===== src/rtl/alu8_pkg.sv =====
package alu8_pkg;

    typedef enum logic [3:0] {
        OP_ADD   = 4'd0,
        OP_STEP  = 4'd1,
        OP_SUB   = 4'd2,
        OP_AND   = 4'd3,
        OP_OR    = 4'd4,
        OP_XOR   = 4'd5,
        OP_PASS  = 4'd6,
        OP_CMP   = 4'd7,
        OP_SHIFT = 4'd8
    } alu_op_e;

    typedef struct packed {
        logic eq;
        logic lt;
        logic gt;
    } cmp_flags_t;

endpackage


===== src/rtl/alu8_arith.sv =====
module alu8_arith
    import alu8_pkg::*;
#(
    parameter int WIDTH = 8
) (
    input  logic [WIDTH-1:0] a_i,
    input  logic [WIDTH-1:0] b_i,
    input  alu_op_e          op_i,
    input  logic             step_down_i,
    output logic [WIDTH-1:0] sum_o
);
    localparam logic [WIDTH-1:0] ONE = WIDTH'(1);

    logic [WIDTH-1:0] addend_d;
    logic             negate_d;

    always_comb begin
        negate_d = 1'b0;
        addend_d = b_i;
        case (op_i)
            OP_SUB:  negate_d = 1'b1;
            OP_STEP: begin
                addend_d = ONE;
                negate_d = step_down_i;
            end
            default: ;
        endcase
    end

    // one shared adder: subtraction uses inverted addend plus carry-in
    assign sum_o = a_i + (negate_d ? ~addend_d : addend_d) + {{(WIDTH-1){1'b0}}, negate_d};

endmodule


===== src/rtl/alu8_bitwise.sv =====
module alu8_bitwise
    import alu8_pkg::*;
#(
    parameter int WIDTH = 8
) (
    input  logic [WIDTH-1:0] a_i,
    input  logic [WIDTH-1:0] b_i,
    input  alu_op_e          op_i,
    output logic [WIDTH-1:0] bits_o
);
    always_comb begin
        case (op_i)
            OP_AND:  bits_o = a_i & b_i;
            OP_OR:   bits_o = a_i | b_i;
            OP_XOR:  bits_o = a_i ^ b_i;
            OP_PASS: bits_o = b_i;
            default: bits_o = '0;
        endcase
    end
endmodule


===== src/rtl/alu8_shift1.sv =====
module alu8_shift1 #(
    parameter int WIDTH = 8
) (
    input  logic [WIDTH-1:0] a_i,
    input  logic             right_i,
    input  logic             arith_i,
    output logic [WIDTH-1:0] shifted_o
);
    localparam int MSB = WIDTH - 1;

    logic             top_fill;
    logic [WIDTH-1:0] left_val;
    logic [WIDTH-1:0] right_val;

    assign top_fill = arith_i & a_i[MSB];

    genvar i;
    generate
        for (i = 0; i < WIDTH; i++) begin : g_bit
            if (i == 0) begin : g_lsb
                assign left_val[i] = 1'b0;
            end else begin : g_mid_l
                assign left_val[i] = a_i[i-1];
            end
            if (i == MSB) begin : g_msb
                assign right_val[i] = top_fill;
            end else begin : g_mid_r
                assign right_val[i] = a_i[i+1];
            end
        end
    endgenerate

    assign shifted_o = right_i ? right_val : left_val;
endmodule


===== src/rtl/alu8_compare.sv =====
module alu8_compare
    import alu8_pkg::*;
#(
    parameter int WIDTH = 8,
    parameter bit SIGNED_CMP = 1'b1
) (
    input  logic [WIDTH-1:0] a_i,
    input  logic [WIDTH-1:0] b_i,
    output cmp_flags_t       flags_o
);
    logic a_below;

    generate
        if (SIGNED_CMP) begin : g_signed
            assign a_below = $signed(a_i) < $signed(b_i);
        end else begin : g_unsigned
            assign a_below = a_i < b_i;
        end
    endgenerate

    assign flags_o.eq = (a_i == b_i);
    assign flags_o.lt = a_below;
    assign flags_o.gt = ~a_below & (a_i != b_i);
endmodule


===== src/rtl/byte_alu.sv =====
module byte_alu
    import alu8_pkg::*;
#(
    parameter int WIDTH = 8
) (
    input  logic [WIDTH-1:0] opnd_a_i,
    input  logic [WIDTH-1:0] opnd_b_i,
    input  logic [3:0]       op_i,
    input  logic             step_down_i,
    input  logic             shift_right_i,
    input  logic             shift_arith_i,
    output logic [WIDTH-1:0] result_o,
    output logic             eq_o,
    output logic             lt_o,
    output logic             gt_o
);
    localparam int MSB = WIDTH - 1;

    typedef struct packed {
        logic [WIDTH-1:0] res;
        cmp_flags_t       flags;
    } alu_out_t;

    alu_op_e          op;
    logic [WIDTH-1:0] sum_w;
    logic [WIDTH-1:0] bits_w;
    logic [WIDTH-1:0] shift_w;
    cmp_flags_t       cmp_w;
    alu_out_t         out_d;

    assign op = alu_op_e'(op_i);

    alu8_arith #(.WIDTH(WIDTH)) arith_i (
        .a_i(opnd_a_i), .b_i(opnd_b_i), .op_i(op),
        .step_down_i(step_down_i), .sum_o(sum_w)
    );

    alu8_bitwise #(.WIDTH(WIDTH)) bitwise_i (
        .a_i(opnd_a_i), .b_i(opnd_b_i), .op_i(op), .bits_o(bits_w)
    );

    alu8_shift1 #(.WIDTH(WIDTH)) shift_i (
        .a_i(opnd_a_i), .right_i(shift_right_i), .arith_i(shift_arith_i),
        .shifted_o(shift_w)
    );

    alu8_compare #(.WIDTH(WIDTH), .SIGNED_CMP(1'b1)) compare_i (
        .a_i(opnd_a_i), .b_i(opnd_b_i), .flags_o(cmp_w)
    );

    always_comb begin
        out_d = '0;
        case (op)
            OP_ADD, OP_SUB, OP_STEP:        out_d.res   = sum_w;
            OP_AND, OP_OR, OP_XOR, OP_PASS: out_d.res   = bits_w;
            OP_SHIFT:                       out_d.res   = shift_w;
            OP_CMP:                         out_d.flags = cmp_w;
            default: ;
        endcase
    end

    assign result_o = out_d.res;
    assign eq_o     = out_d.flags.eq;
    assign lt_o     = out_d.flags.lt;
    assign gt_o     = out_d.flags.gt;

    // immediate checks across the sub-units and the output selection
    always_comb begin
        if (op_i == 4'd7) begin
            a_r7_one_flag: assert ($countones({eq_o, lt_o, gt_o}) == 1)
                else $error("R7 compare must raise exactly one flag");
            a_r7_zero_result: assert (result_o == '0)
                else $error("R7 compare result must be zero");
        end else begin
            a_r8_flags_idle: assert ({eq_o, lt_o, gt_o} == 3'b000)
                else $error("R8 flags raised outside compare");
        end
        if (op_i == 4'd6) begin
            a_r4_pass_b: assert (result_o == opnd_b_i)
                else $error("R4 pass must copy B");
        end
        if (op_i == 4'd1) begin
            a_r3_step_unit: assert ((step_down_i ? (result_o + 1'b1) : (result_o - 1'b1)) == opnd_a_i)
                else $error("R3 step must move A by one");
        end
        if (op_i == 4'd8 && shift_right_i) begin
            a_r6_top_fill: assert (result_o[MSB] == (shift_arith_i & opnd_a_i[MSB]))
                else $error("R6 right-shift fill bit wrong");
        end
        if (op_i == 4'd8 && !shift_right_i) begin
            a_r5_low_zero: assert (result_o[0] == 1'b0)
                else $error("R5 left shift must fill zero");
        end
    end

endmodule


===== config.mk =====
export PLATFORM = sky130hd
export DESIGN_NAME = byte_alu
export DESIGN_NICKNAME = d
export VERILOG_FILES = /design/src/rtl/alu8_pkg.sv /design/src/rtl/alu8_arith.sv /design/src/rtl/alu8_bitwise.sv /design/src/rtl/alu8_shift1.sv /design/src/rtl/alu8_compare.sv /design/src/rtl/byte_alu.sv
export SDC_FILE = /design/constraint.sdc
export NUM_CORES = 1
export LEC_CHECK = 0
export CAP_MARGIN = 10
export CORE_UTILIZATION = 44
export DETAILED_ROUTE_END_ITERATION = 6
export PLACE_DENSITY = 0.71
export SYNTH_ARGS = -nofsm -noshare
export SYNTH_HDL_FRONTEND = slang
export SYNTH_SLANG_ARGS = --single-unit
export TNS_END_PERCENT = 10

===== constraint.sdc =====
create_clock -name vclk -period 4.39
set_clock_uncertainty 0.1 [all_clocks]
set_input_delay 0.878 -clock vclk [all_inputs]
set_output_delay 0.878 -clock vclk [all_outputs]
set_load 0.05 [all_outputs]

After elaboration in Yosys (flattened, before gate mapping) --
Cells that the tools add are included.
Storage, ports and cells: register bits after elaboration 0, output and inout port bits 11
Cells by class: equality and inequality tests 10, muxes and demuxes 7, reductions and logical operators 3, add/subtract/negate cells 2, order comparisons 1, bitwise gates (word level) 7
Operator list (number):
- 8-bit one-hot mux with 4 select lines | 1
- 8-bit two-way mux | 3
- 8-bit one-hot mux with 3 select lines | 1
- 4-bit by 3-bit equality test with 1-bit output, second input constant | 4
- 8-bit by 1-bit adder with 8-bit output | 1
- 8-bit adder | 1
- 8-bit bitwise AND | 1
- 4-bit by 2-bit equality test with 1-bit output, second input constant | 2
- 8-bit equality test | 1
- 8-bit < comparator | 1
- 8-bit inequality test | 1
- 8-bit inverter | 1
- 8-bit OR | 1
- 8-bit XOR | 1
- 4-bit by 1-bit equality test with 1-bit output, second input constant | 1
- 4-bit equality test, second input constant | 1
- 4-bit zero test | 1
- 4-bit OR reduction | 1
- 3-bit two-way mux | 1
- 3-bit OR reduction | 1
- 1-bit bitwise AND | 2
- 1-bit one-hot mux with 2 select lines | 1
- 1-bit inverter | 1

Depth between registers and ports, before layout --
depth after elaboration 7, mapped depth 14

By module --
Synthesis repeated with hierarchy kept, for this count alone.
Second synthesis, totals: cell total of the unflattened synthesis 229, area, all modules 1694.1 um^2
Modules (own cells, without submodules):
- alu8_arith | cells each 77, instances 1, sequential area each 0.0 um^2, area each 550.5 um^2
- alu8_bitwise | cells each 74, instances 1, sequential area each 0.0 um^2, area each 509.2 um^2
- byte_alu | cells each 34, instances 1, sequential area each 0.0 um^2, area each 261.5 um^2
- alu8_compare | cells each 33, instances 1, sequential area each 0.0 um^2, area each 250.2 um^2
- alu8_shift1 | cells each 11, instances 1, sequential area each 0.0 um^2, area each 122.6 um^2

Worst setup path after synthesis --
OpenSTA, ideal clock, no wires.
path kind input -> output, start input port op_i[3], end output port result_o[6], data arrival time 3.836 ns, buffers on the path 2, cell stages on the path 13, setup slack -0.424 ns, data required time 3.412 ns, path through buf_6 -> nor2_1 -> clkbuf_1 -> nand2_1 -> mux2i_1 -> a21oi_1 -> fa_1 -> nand3_1 -> nand2_1 -> a21o_1 -> a21oi_1 -> xor2_1 -> o21ai_0
Between the ends: cells in the longest elaborated chain, start to end 7, elaborated cells between the ends (all ways) 18, classes of those cells add/sub (2); eq/ne (7); mux (5); bitwise (1); reduce/logical (3)
Ends and longest elaborated chain:
- start: declaration | RTL line byte_alu.sv:8 | input logic [3:0] op_i,
- 4-bit by 1-bit equality test with 1-bit output | RTL line alu8_arith.sv:20, byte_alu.sv:53
- 8-bit two-way mux | RTL line alu8_arith.sv:20 | case (op_i)
- 8-bit inverter | RTL line alu8_arith.sv:31 | assign sum_o = a_i + (negate_d ? ~addend_d : addend_d) + {{(WIDTH-1){1'b0}}, negate_d};
- 8-bit two-way mux | RTL line alu8_arith.sv:31
- 8-bit adder | RTL line alu8_arith.sv:31
- 8-bit by 1-bit adder with 8-bit output | RTL line alu8_arith.sv:31
- 8-bit one-hot mux with 3 select lines (*) | RTL line byte_alu.sv:53 | case (op)
- end: declaration | RTL line byte_alu.sv:12 | output logic [WIDTH-1:0] result_o,
Every way passes the cells marked *; elsewhere a longest branch is shown, timed or not.

Worst setup path after layout --
start input port opnd_b_i[3], end output port result_o[6]
Between the ends: cells in the longest elaborated chain, start to end 6
Ends and longest elaborated chain:
- start: declaration | RTL line byte_alu.sv:7 | input logic [WIDTH-1:0] opnd_b_i,
- 8-bit two-way mux (*) | RTL line alu8_arith.sv:20
- 8-bit inverter | RTL line alu8_arith.sv:31
- 8-bit two-way mux (*) | RTL line alu8_arith.sv:31
- 8-bit adder (*) | RTL line alu8_arith.sv:31
- 8-bit by 1-bit adder with 8-bit output (*) | RTL line alu8_arith.sv:31
- 8-bit one-hot mux with 3 select lines (*) | RTL line byte_alu.sv:53
Marked as above.

==> qor.yml <==
pwr:
  p_leak_nw: 1.08
  ir_drop_mv: 0.0965
  finalPower_w: 0.000314
  p_per_area_nw_per_um2: 136
setup_path:
  cp.required_ns: 3.41
  cp_slowest_stage_delay_ns: 0.50
  cp_max_fo: 2
  critPathArrivalTime_ns: 3.23
  crit_top_cell: "a21oi_2"
  crit_type: "input pin to output pin"
  worstPathBufferInverterCount: 2
  path_cells: "clkdlybuf4s50_1 -> mux2_2 -> a21oi_2 -> ha_1 -> a21oi_1 -> nand2_1 -> a21o_1 -> a21oi_2 -> xor2_1 -> o21ai_2 -> buf_12"
  cp-start-kind: "input pin"
  end_kind: "output pin"
  crit_slowest_cell: "clkdlybuf4s50_1"
  crit_family: "compound AO/OA/AOI/OAI gates"
detailed_routing:
  drc: 0
  drt_iter0_markers: 142
  antenna_left: 0
  wl_per_cell_um: 13.9
  routed_via_density: 5.58
  vias: 1853
  routed_wl_um: 4600
  firstDrtPassIters: 5
layout:
  final_cell_area_sq_um: 2300
  fin_nets: 343
  design.seq.count: 0
  drive_above_1_share: 0.220
  regArea_sq_um: 0
  filler_cell_count: 288
  nClkBuffers: 0
  multiInputGateArea_sq_um: 1420
  area_growth_pct: 50.4
  num_antenna_cells: 0
synth:
  yosysMostFrequentCell: "ha_1"
  syn_area_per_cell_sq_um: 6.77
  syn_inst: 226
  seq_area_frac_synth: 0
  syn-num-nets: 281
  syn_area_sq_um: 1530
  ys_types: 47
  synth_top_area_cell: "ha_1"
  ys_top_cells_by_area: "ha_1 (25%), o21ai_0 (8.5%), a21oi_1 (6.5%)"
  synth_top_cell_area_share: 0.254
  synth_warnings: 0
  synthTopCellsByCount: "ha_1 (31), o21ai_0 (26), nand2_1 (25), nor2_1 (21)"
flow_run:
  maxCapViolations: 0
timing:
  hold_violations: 0
  fin_crit_ns: 4.21
  final.setup.tns_ns: 0
  max_freq_ghz: 0.238
  slew_headroom: 0.639
  setup_viol: 0
  slew_viol_final: 0
  worstMarginPinSlew_ns: 0.539
  fin_crit_sh: 0.958
  fin_hold_ws_ns: 2.41
place:
  gp_congestion: 0.883
  dpl-instance-area_sq_um: 2280
  portBuffers: 34
  place_hpwl_um: 3760
die:
  start_util: 0.458
  rows: 21
  dieWidth_um: 61.0
  die_h_um: 61.0
  coreArea_sq_um: 3340
  boundaryPins: 34
  die_area_sq_um: 3710
global_route:
  grt_overflow: 0
  grt_pass1_vias: 1724
  grt_first_pass_wirelength_um: 7770
  antenna_found_initial: 0
  grt_max_degree: 21
  grt_usage: 0.274
min_path:
  hp-class: "input pin to output pin"
clock_network:
  cts_hold_buffers: 0
  cts_setup_buffers: 0
status:
  outcome: "completed"
-- power by group --
part / leakage (nW) / total (W) / internal [W] / switching, W
combinational: 1.08 / 0.000314 / 0.000152 / 0.000161
clock: 0 / 0 / 0 / 0
sequential: 0 / 0 / 0 / 0
total: 1.08 / 0.000314 / 0.000152 / 0.000161
-- stage by stage --
stage	setup slack, ns	util	cells
global route	-0.0620	0.689	332
global placement	-0.187	0.682	332
CTS	0.0297	0.685	332
finish	0.182	0.689	332
detailed placement	-0.232	0.682	332
floorplan	-0.197	-	226
-- worst min-delay path, cell delays in order --
cell and delay [ns]:
clkbuf_2 0.16, buf_4 0.15, a211oi_1 0.06, a21oi_1 0.15, o21ai_2 0.09, buf_12 0.14
-- final cells by class --
class	instances	share of cell area
Inverter	20	0.0326
Multi-Input combinational cell	195	0.617
Tap cell	46	0.0250
Timing Repair Buffer	71	0.325
-- cell families after synthesis --
family,synth area share
simple gates,0.238
buf+inv,0.0908
mux,0.0671
xor+xnor,0.0458
fa+ha+maj,0.267
compound gates,0.291
-- worst paths after layout --
kind / startpoint / end / cells past startpoint / slack, ns
setup / recovery: opnd_b_i[3] / result_o[6] / 11 / 0.18
hold / removal: op_i[2] / result_o[7] / 6 / 2.41
-- routing by layer --
layer,share of wire,global-route usage,vias to the layer above
li1,-,-,926
met1,0.45,0.390,849
met2,0.47,0.466,72
met3,0.072,0.0149,6
met4,0.0096,0.0357,0
met5,0,0,-
-- cells in the final DEF, fill, tap and decap left out, types with 3 or more instances in the layout --
cell type         n
a21oi_1          17
a21oi_2           3
a222oi_1          4
buf_12           13
buf_4            35
clkdlybuf4s50_1  18
ha_1             31
inv_1            20
mux2i_1           8
nand2_1          25
nand3_1           4
nor2_1           21
nor2b_1           5
o21ai_0          22
o21ai_1           4
o21ai_2           3
o22ai_1           5
xnor2_1           6
-- timing repair --
item / CTS / global route
gates resized for setup: 7 / 9
endpoints found under the setup margin: 5 / 5
pin swaps: 1 / 2
gates cloned: 0 / 0
Power figures use the tool's default switching activity.
